===== src/rtl/disp_scan_pkg.sv =====
package disp_scan_pkg;

    typedef enum logic [1:0] {
        SC_BLANK_A = 2'd0,
        SC_SHOW_A  = 2'd1,
        SC_BLANK_B = 2'd2,
        SC_SHOW_B  = 2'd3
    } scan_st_e;

    localparam logic [7:0] SEG_DARK = 8'hFF;
    localparam int unsigned DISP_MAX = 99;

endpackage


===== src/rtl/disp_digit_split.sv =====
module disp_digit_split #(
    parameter int unsigned VAL_W = 7
) (
    input  logic [VAL_W-1:0] bin_in,
    output logic [3:0]       tens,
    output logic [3:0]       units
);
    import disp_scan_pkg::*;

    localparam int unsigned STEPS = 9;

    logic [VAL_W-1:0] clamped;
    logic [STEPS-1:0] above;

    always_comb begin
        if (bin_in > VAL_W'(DISP_MAX)) begin
            clamped = VAL_W'(DISP_MAX);
        end else begin
            clamped = bin_in;
        end
    end

    // one comparator per decade threshold: 10, 20, ... 90
    for (genvar k = 0; k < STEPS; k++) begin : g_decade
        assign above[k] = (clamped >= VAL_W'((k + 1) * 10));
    end

    logic [VAL_W-1:0] tens_x10;

    always_comb begin
        tens = 4'd0;
        for (int k = 0; k < STEPS; k++) begin
            tens = tens + {3'd0, above[k]};
        end
        tens_x10 = VAL_W'(tens) * VAL_W'(10);
        units    = 4'(clamped - tens_x10);
    end

endmodule


===== src/rtl/disp_seg_encode.sv =====
module disp_seg_encode (
    input  logic [3:0] digit,
    output logic [7:0] seg_n
);
    logic [6:0] lit;

    always_comb begin
        unique case (digit)
            4'd0:    lit = 7'h3F;
            4'd1:    lit = 7'h06;
            4'd2:    lit = 7'h5B;
            4'd3:    lit = 7'h4F;
            4'd4:    lit = 7'h66;
            4'd5:    lit = 7'h6D;
            4'd6:    lit = 7'h7D;
            4'd7:    lit = 7'h07;
            4'd8:    lit = 7'h7F;
            4'd9:    lit = 7'h6F;
            default: lit = 7'h00;
        endcase
        // decimal point is always dark, segments active low
        seg_n = {1'b1, ~lit};
    end

endmodule


===== src/rtl/disp_scan_fsm.sv =====
module disp_scan_fsm #(
    parameter int unsigned DWELL_CYC = 250000,
    parameter int unsigned BLANK_CYC = 2
) (
    input  logic                      clk,
    input  logic                      rst,
    output disp_scan_pkg::scan_st_e   state,
    output logic                      capture
);
    import disp_scan_pkg::*;

    localparam int unsigned LONGEST = (DWELL_CYC > BLANK_CYC) ? DWELL_CYC : BLANK_CYC;
    localparam int unsigned CNT_W   = $clog2(LONGEST) + 1;

    scan_st_e           st_q, st_d;
    logic [CNT_W-1:0]   cnt_q;
    logic [CNT_W-1:0]   limit;
    logic               last;

    always_comb begin
        unique case (st_q)
            SC_SHOW_A, SC_SHOW_B:   limit = CNT_W'(DWELL_CYC - 1);
            SC_BLANK_A, SC_BLANK_B: limit = CNT_W'(BLANK_CYC - 1);
            default:                limit = '0;
        endcase
        last = (cnt_q == limit);
    end

    always_comb begin
        st_d = st_q;
        if (last) begin
            unique case (st_q)
                SC_BLANK_A: st_d = SC_SHOW_A;
                SC_SHOW_A:  st_d = SC_BLANK_B;
                SC_BLANK_B: st_d = SC_SHOW_B;
                SC_SHOW_B:  st_d = SC_BLANK_A;
                default:    st_d = SC_BLANK_A;
            endcase
        end
    end

    always_ff @(posedge clk) begin
        if (rst) begin
            st_q  <= SC_BLANK_A;
            cnt_q <= '0;
        end else begin
            st_q  <= st_d;
            cnt_q <= last ? '0 : cnt_q + 1'b1;
        end
    end

    always_comb begin
        state   = st_q;
        capture = (st_q == SC_BLANK_A) && last;
    end

    assert_order_R2: assert property (@(posedge clk) disable iff (rst)
        (st_q == SC_SHOW_A) |=> (st_q == SC_SHOW_A || st_q == SC_BLANK_B));

    assert_wrap_R2: assert property (@(posedge clk) disable iff (rst)
        (st_q == SC_SHOW_B) |=> (st_q == SC_SHOW_B || st_q == SC_BLANK_A));

    assert_cnt_bound_R3: assert property (@(posedge clk) disable iff (rst)
        (st_q != $past(st_q)) |-> (cnt_q == '0));

endmodule


===== src/rtl/disp_scan_top.sv =====
module disp_scan_top #(
    parameter int unsigned VAL_W     = 7,
    parameter int unsigned DWELL_CYC = 250000,
    parameter int unsigned BLANK_CYC = 2
) (
    input  logic             clk,
    input  logic             rst,
    input  logic [VAL_W-1:0] value,
    output logic [1:0]       anode_en,
    output logic [7:0]       seg_n
);
    import disp_scan_pkg::*;

    localparam int unsigned LONGEST = (DWELL_CYC > BLANK_CYC) ? DWELL_CYC : BLANK_CYC;
    localparam int unsigned HOLD_W  = $clog2(LONGEST) + 2;

    scan_st_e     state;
    logic         capture;
    logic [3:0]   tens_w, units_w;
    logic [3:0]   tens_q, units_q;
    logic [7:0]   tens_seg, units_seg;

    disp_scan_fsm #(
        .DWELL_CYC (DWELL_CYC),
        .BLANK_CYC (BLANK_CYC)
    ) u_fsm (
        .clk     (clk),
        .rst     (rst),
        .state   (state),
        .capture (capture)
    );

    disp_digit_split #(
        .VAL_W (VAL_W)
    ) u_split (
        .bin_in (value),
        .tens   (tens_w),
        .units  (units_w)
    );

    always_ff @(posedge clk) begin
        if (rst) begin
            tens_q  <= '0;
            units_q <= '0;
        end else if (capture) begin
            tens_q  <= tens_w;
            units_q <= units_w;
        end
    end

    disp_seg_encode u_enc_tens  (.digit(tens_q),  .seg_n(tens_seg));
    disp_seg_encode u_enc_units (.digit(units_q), .seg_n(units_seg));

    always_comb begin
        unique case (state)
            SC_SHOW_A: begin
                anode_en = 2'b01;
                seg_n    = tens_seg;
            end
            SC_SHOW_B: begin
                anode_en = 2'b10;
                seg_n    = units_seg;
            end
            SC_BLANK_A, SC_BLANK_B: begin
                anode_en = 2'b00;
                seg_n    = SEG_DARK;
            end
            default: begin
                anode_en = 2'b00;
                seg_n    = SEG_DARK;
            end
        endcase
    end

    // dwell checker: counts the cycles the anode pattern has held
    logic [1:0]        an_prev;
    logic [HOLD_W-1:0] hold_cnt;

    always_ff @(posedge clk) begin
        if (rst) begin
            an_prev  <= 2'b00;
            hold_cnt <= '0;
        end else begin
            an_prev  <= anode_en;
            hold_cnt <= (anode_en == an_prev) ? hold_cnt + 1'b1 : HOLD_W'(1);
        end
    end

    assert_reset_dark_R1: assert property (@(posedge clk)
        rst |=> (anode_en == 2'b00 && seg_n == SEG_DARK));

    assert_one_anode_R5: assert property (@(posedge clk) disable iff (rst)
        $onehot0(anode_en));

    assert_dark_when_off_R4: assert property (@(posedge clk) disable iff (rst)
        (anode_en == 2'b00) |-> (seg_n == SEG_DARK));

    assert_dwell_len_R3: assert property (@(posedge clk) disable iff (rst)
        (an_prev != 2'b00 && anode_en != an_prev) |-> (hold_cnt == HOLD_W'(DWELL_CYC)));

    assert_digit_range_R8: assert property (@(posedge clk) disable iff (rst)
        (tens_w <= 4'd9) && (units_w <= 4'd9));

    assert_hold_value_R9: assert property (@(posedge clk) disable iff (rst)
        !capture |=> ($stable(tens_q) && $stable(units_q)));

    assert_dp_off_R6: assert property (@(posedge clk) disable iff (rst)
        seg_n[7] == 1'b1);

endmodule


===== config.mk =====
export PLATFORM = sky130hd
export DESIGN_NAME = disp_scan_top
export DESIGN_NICKNAME = d
export VERILOG_FILES = /design/src/rtl/disp_scan_pkg.sv /design/src/rtl/disp_digit_split.sv /design/src/rtl/disp_seg_encode.sv /design/src/rtl/disp_scan_fsm.sv /design/src/rtl/disp_scan_top.sv
export SDC_FILE = /design/constraint.sdc
export NUM_CORES = 1
export LEC_CHECK = 0
export BUFFER_PORTS_ARGS = -buffer_cell sky130_fd_sc_hd__buf_2
export CORE_AREA = 2 2 75 77
export CTS_BUF_LIST = sky130_fd_sc_hd__clkbuf_16
export DETAILED_ROUTE_END_ITERATION = 7
export DIE_AREA = 0 0 77 79
export PLACE_DENSITY_LB_ADDON = 0.12
export SYNTH_ARGS = -nofsm -noshare
export SYNTH_HDL_FRONTEND = slang
export SYNTH_SLANG_ARGS = --single-unit
export TNS_END_PERCENT = 1

===== constraint.sdc =====
create_clock -name clk -period 5.3 [get_ports clk]
set_input_delay 0.53 -clock clk [delete_from_list [all_inputs] [get_ports clk]]
set_output_delay 0.53 -clock clk [all_outputs]
set_load 0.1 [all_outputs]

==> summary.txt, run 1 <==
Place
  – Placed cell count: between 400 and 500
  – Port Buf Inserts: 17
  – Routability cong.: 0.812
  – Final HPWL DP: 4.16 mm

CTS
  – Inserted Clock Buffers: 5
  – CTS root buf: clkbuf_16
  – CTS tree: yes
  – Post-CTS setup buffer count: 0
  – Worst-Skew Late Latency: 290 ps
  – Hold buffers post-CTS: 0
  – CTS resizes: 0
  – Worst-path clk slew: 60 ps
  – Htree depth: 2
  – Clk sink count: 43
  – Max Buffers Root-to-Sink: 2

STA
  – Max Fclk: just over 200 MHz
  – Final setup fails: 0
  – WHS: 482 ps
  – Max-Slew Margin vs Limit: 49.0%
  – Hold Fails Final Rpt: 0
  – Tmin final: 4930 ps
  – Tcrit/Tclk final: 93.0%
  – Final Skew: 5.69 ps
  – RSZ-0062 raised after global routing: false
  – Worst Max-Slew Pin Slew: around 760 ps
  – Fin. max-slew vios: 0

Critical path
  – Startpoint types: input pin
  – Crit Path Category: input pin to flip-flop
  – CP Capture Type: flip-flop
  – Data required, critical path: 5460 ps
  – Arrival time at the worst endpoint: 5090 ps
  – Crit Path Max Fanout: 8

Global route
  – Vias in the first global route: 2,190
  – Wire length of the first global-routing pass: 10.0 mm
  – Total GRT Usage: 20.3%
  – Initial antenna violation count: 0
  – GRT overflow: 0
  – Largest net degree at the start of global routing: 24

Synthesis
  – Post-Syn Area: 2780 um^2
  – FFs w/ async S/R, synth: 0%
  – Avg Cell Area, Syn: 8.69 um^2
  – Synth Net Count: ~360
  – Post-synth cell types: 63
  – Dominant synthesized flop cell: dfxtp_1
  – Synth warnings: 0
  – Post-synthesis sequential area ratio: between 30% and 40%
  – Number of synthesized register bits: 43
  – Cells after Synth: 320
  – Number of synthesized flops with an enable pin: 0

Power and ir drop
  – Worst vdd ir: 354 uV
  – PD cells: 434 nW/um^2
  – Pleak: approximately 1.3 nW
  – Overall Power: ~1.4 mW

Finish
  – Most frequent cells in the layout: dfxtp_1 (43), nor2_1 (39), ha_1 (24)
  – Fin nets: 380
  – Final Non-Filler Cells: 414
  – Fillers: just under 500
  – Share of layout cells above drive strength 1: between 10% and 20%
  – Sequential cell area: 861 um^2
  – Number of diodes: 0
  – Core Util, Final: 59.3%
  – Area of the multi-input gates: 1800 um^2
  – Area delta synth->final: 13.8%
  – Most common cell after layout, fill and taps aside: dfxtp_1

Floorplanning
  – Core ar.: 5340 um^2
  – I/O pin cnt: 19
  – FP Rows: 27
  – Die H: 79 um
  – Die X: 77 um
  – Initial core utilization: 52.1%
  – Die area: 6080 um^2

Routing
  – Post-DRT Antenna Nets: 0
  – Initial drt markers: ~120
  – Via count: 2,226
  – Drt first pass iters: 4
  – Detailed Route WL: 5.54 mm
  – DR DRC count: 0
  – Via/cell ratio: 5.38
  – Routed wire length per instance: 13.4 um

Hold path
  – Tightest Hold Check Type: flip-flop to flip-flop

Job
  – Maxcap violations: 0

Status
  – Run status: finished, final reports clean
cells by family after synthesis:
| kind of cell | share of synthesized area, % |
|---|---|
| AND/OR/NAND/NOR | 21.4 |
| AO/OA/AOI/OAI | 17.0 |
| flip-flops | 30.9 |
| buffers and inverters | 5.22 |
| adder cells (fa/ha/maj) | 15.1 |
| XOR/XNOR | 7.11 |
| multiplexers | 3.01 |
| other | 0.135 |
report_power, final:
group	switching [mW]	total [mW]	internal (mW)
logic	0.416	0.625	0.208
registers	0.0229	0.397	0.375
clock network	0.130	0.352	0.222
final timing paths:
check | start | to | cells after the start | slack (ps)
max reg2reg | u_fsm.cnt_q[6] | u_enc_units.lit[3] | 9 | 1710
min reg2reg | u_fsm.cnt_q[0] | u_fsm.cnt_q[0] | 1 | 480
max | value[5] | u_enc_units.lit[6] | 18 | 370
min | u_fsm.cnt_q[0] | u_fsm.cnt_q[0] | 1 | 480
worst max-delay path, stage by stage:
cell and delay, ps:
buf_2 100, nor2_1 170, nand3b_1 100, ha_1 280, inv_1 50, fa_1 500
fa_1 540, inv_1 50, fa_1 470, ha_1 240, fa_1 480, fa_1 420
xnor2_1 160, xnor3_1 280, a2111oi_4 350, a211oi_4 110, o211ai_2 150, o21ai_1 100
through the flow:
stage / setup WS [ps] / setup TNS, ps / instance area [um^2]
6_report: 372 / 0 / 3160
5_1_grt: 106 / 0 / 3160
4_1_cts: 192 / 0 / 3140
3_5_place_dp: -90.1 / -502 / 2980
3_3_place_gp: 13.3 / 0 / 2980
2_1_floorplan: 12.6 / 0 / 2790
registers in the layout, indices dropped and copies added, names as in the netlist:
register and cells:
tens_q 4, u_enc_tens.lit 7, u_enc_units.lit 7, u_fsm.cnt_q 19, u_fsm.state 2, units_q 4
area by class of cell:
class	count	area share, %
multi-input combinational	242	56.9
sequential	43	27.2
timing repair buffer	27	5.06
clock buffer	5	3.95
tap	72	2.85
inverter	22	2.61
clock inverter	3	1.38
synth_stat cells, drive strengths merged (3+ instances only):
master / number / area (um^2)
a211oi: 6 / 62.6
a21oi: 15 / 75.1
and4: 3 / 26.3
buf: 4 / 27.5
clkbuf: 9 / 35.0
dfxtp: 43 / 861
fa: 6 / 120
ha: 24 / 300
inv: 22 / 82.6
mux2: 3 / 33.8
mux2i: 5 / 50.1
nand2: 14 / 52.6
nand3: 12 / 60.1
nand3b: 3 / 22.5
nand4: 6 / 43.8
nor2: 39 / 146
nor2b: 10 / 62.6
nor3: 11 / 55.1
nor4: 4 / 25.0
o211ai: 9 / 86.3
o21ai: 16 / 80.1
or3: 3 / 18.8
xnor2: 11 / 96.3
xor2: 9 / 78.8
routing by layer:
metal	vias to the layer above	track usage (%)	part of all wire, %
li1	1160	-	-
met1	1029	28.3	52
met2	35	33.2	45
met3	2	3.30	2.4
met4	0	4.82	0.47
met5	-	0	0
(Power assumes the default switching activity.)
==> inputs of run 2 (changes only) <==
- CORE_AREA: 2 2 75 77 -> 2 2 72 74
- DIE_AREA: 0 0 77 79 -> 0 0 74 76
- clock period: 5.3 -> 4.7 ns (I/O delays scaled with it)
==> run 2 against run 1 <==
Against the previous run:
- register-to-register slack got worse by 420 ps
- sequential power increased by 13%
- worst hold slack improved by 6.3 ps
- worst setup slack got worse by 290 ps
- critical path depth unchanged
- clock-buffer cell count unchanged
- non-clock buffer count increased by 6
- critical endpoint is now u_enc_units.lit[4]
- largest cell class unchanged
- largest power group unchanged
- highest routed layer unchanged
==> summary.txt, run 2 (synthesis gave the netlist of run 1 again) <==
Status
  – Run status: finished, final reports clean

Power and ir drop
  – Worst vdd ir: around 380 uV
  – Overall Power: 1.52 mW
  – Sequential Power Share: 29.6%
  – Clock share of power: roughly 22%
  – Switching power total: 0.635 mW
  – Pleak: about 1.3 nW
  – Sw Ratio: 41.9%
  – Internal power: 0.880 mW
  – Comb pwr share: 48.8%
  – PD cells: 468 nW/um^2

Job
  – Maxcap violations: 0

Floorplanning
  – Die H: 76 um
  – FP Rows: 26
  – Core ar.: 4910 um^2
  – Die X: 74 um
  – Initial core utilization: 56.6%
  – Die area: 5620 um^2
  – I/O pin cnt: 19

STA
  – Final TNS setup: 0 ps
  – Final setup fails: 0
  – Max-Slew Margin vs Limit: 49.6%
  – RSZ-0062 raised after global routing: true
  – Max Fclk: 216 MHz
  – Fin. max-slew vios: 0
  – Tcrit/Tclk final: a little under 100%
  – Hold Fails Final Rpt: 0
  – Worst Max-Slew Pin Slew: 754 ps
  – Final Skew: slightly above 7 ps
  – Tmin final: 4620 ps

Finish
  – Most frequent cells in the layout: dfxtp_1 (43), nor2_1 (38), ha_1 (23)
  – Area delta synth->final: 16.5%
  – Fillers: 417
  – Largest Register: u_fsm.cnt_q
  – Most common cell after layout, fill and taps aside: dfxtp_1
  – Number of diodes: 0
  – Max FFs per register: 19
  – Final Non-Filler Cells: 418
  – Share of layout cells above drive strength 1: 18.7%
  – Sequential cell area: ~860 um^2
  – Core Util, Final: roughly two thirds
  – Fin nets: 386
  – Area of the multi-input gates: 1840 um^2

CTS
  – Worst-path clk slew: roughly 60 ps
  – CTS tree: yes
  – Hold buffers post-CTS: 0
  – Max Buffers Root-to-Sink: 2
  – Clk sink count: 43
  – Inserted Clock Buffers: 5
  – CTS root buf: clkbuf_16
  – Worst-Skew Late Latency: 280 ps
  – Htree depth: 2

Routing
  – Via/cell ratio: 5.33
  – Detailed Route WL: 5.38 mm
  – Routed wire length per instance: 12.9 um
  – Via count: 2,229
  – Post-DRT Antenna Nets: 0
  – Initial drt markers: 95
  – DR DRC count: 0
  – Drt first pass iters: 4

Place
  – Routability cong.: 0.824
  – Port Buf Inserts: 17
  – Placed cell count: 409
  – Final HPWL DP: 4.04 mm

Hold path
  – Tightest Hold Check Type: flip-flop to flip-flop
  – Hold path depth: 1

Global route
  – Wire length of the first global-routing pass: 9.25 mm
  – Total GRT Usage: 20.5%
  – Initial antenna violation count: 0
  – Largest net degree at the start of global routing: 24
  – Vias in the first global route: 2,080
  – GRT overflow: 0

Critical path
  – Startpoint types: input pin
  – Arrival time at the worst endpoint: a little under 5000 ps
  – Most common cell on crit path: fa_1
  – Worst r2r path cells: 9
  – Crit Path Category: input pin to flip-flop
  – Critical Path Slowest Stage Cell: fa_1
  – CP Capture Type: flip-flop
  – Data required, critical path: between 4000 and 5000 ps
  – Crit Path Max Fanout: 6
  – Critical Path Max Stage Delay: 490 ps
  – Worst path cell trace: buf_2 > o21ai_2 > nand2_1 > ha_1 > inv_2 > fa_1 > fa_1 > inv_1 > fa_1 > ha_2 > fa_2 > fa_2 > xnor2_2 > xnor3_1 > a2111oi_4 > a211oi_4 > buf_4 > o31ai_2
## run 2: cell types whose count changed in the layout (fill, tap and decap cells not counted), sizes merged
| cell | change |
|---|---|
| clkinvlp | +1 |
| buf | +6 |
| bufinv | -1 |
## run 2: power by group through the flow
stage / Sequential [mW] / Clock, mW / Combinational, mW
3_5_place_dp: 0.456 / 0 / 0.706
4_1_cts: 0.449 / 0.333 / 0.710
5_1_grt: 0.455 / 0.351 / 0.806
6_report: 0.449 / 0.327 / 0.740
3_3_place_gp: 0.456 / 0 / 0.699
2_1_floorplan: 0.449 / 0 / 0.576
## run 2: what timing repair did
item / 4_1_cts / 5_1_grt
hold endpoints to repair: 0 / 0
resized for setup: 0 / 13
setup endpoints to repair: 0 / 7
setup buffers: 0 / 1
## run 2: worst paths after layout
check | from | to | slack [ps]
max | value[3] | u_enc_units.lit[4] | 80
min | u_fsm.cnt_q[0] | u_fsm.cnt_q[0] | 490
max reg2reg | u_fsm.cnt_q[6] | u_enc_units.lit[0] | 1290
min reg2reg | u_fsm.cnt_q[0] | u_fsm.cnt_q[0] | 490
## run 2: worst max-delay path, delay by kind of cell
family | cells | cell delay [ps]
buffers and inverters | 4 | 390
AND/OR/NAND/NOR | 1 | 60
adder cells (fa/ha/maj) | 7 | 2740
XOR/XNOR | 2 | 430
AO/OA/AOI/OAI | 4 | 720
## run 2: stage by stage
stage                     cell area [um^2]  setup slack, ps  hold WS, ps
after global routing                  3240             -114          521
after detailed placement              3030             -168          472
after global placement                3030            -56.2          465
after CTS                             3170              105          489
after floorplan                       2870            -33.6          437
final                                 3240             80.0          488
## run 2: layout make-up
cell class | instances | share of cell area [%]
tap | 70 | 2.70
inverter | 22 | 2.55
clock inverter | 3 | 0.463
sequential | 43 | 26.6
clock buffer | 5 | 3.86
multi-input combinational | 242 | 56.9
timing repair buffer | 33 | 6.99
## run 2: metal layers
metal  routed length, um  part of all wire [%]  up-vias  GRT usage [%]
met5                   0                     0        -              0
met4                  44                  0.82        0           4.36
met3                 140                   2.6        5           3.57
met2                2450                    45       30           31.3
met1                2750                    51     1021           30.2
li1                    -                     -     1173              -
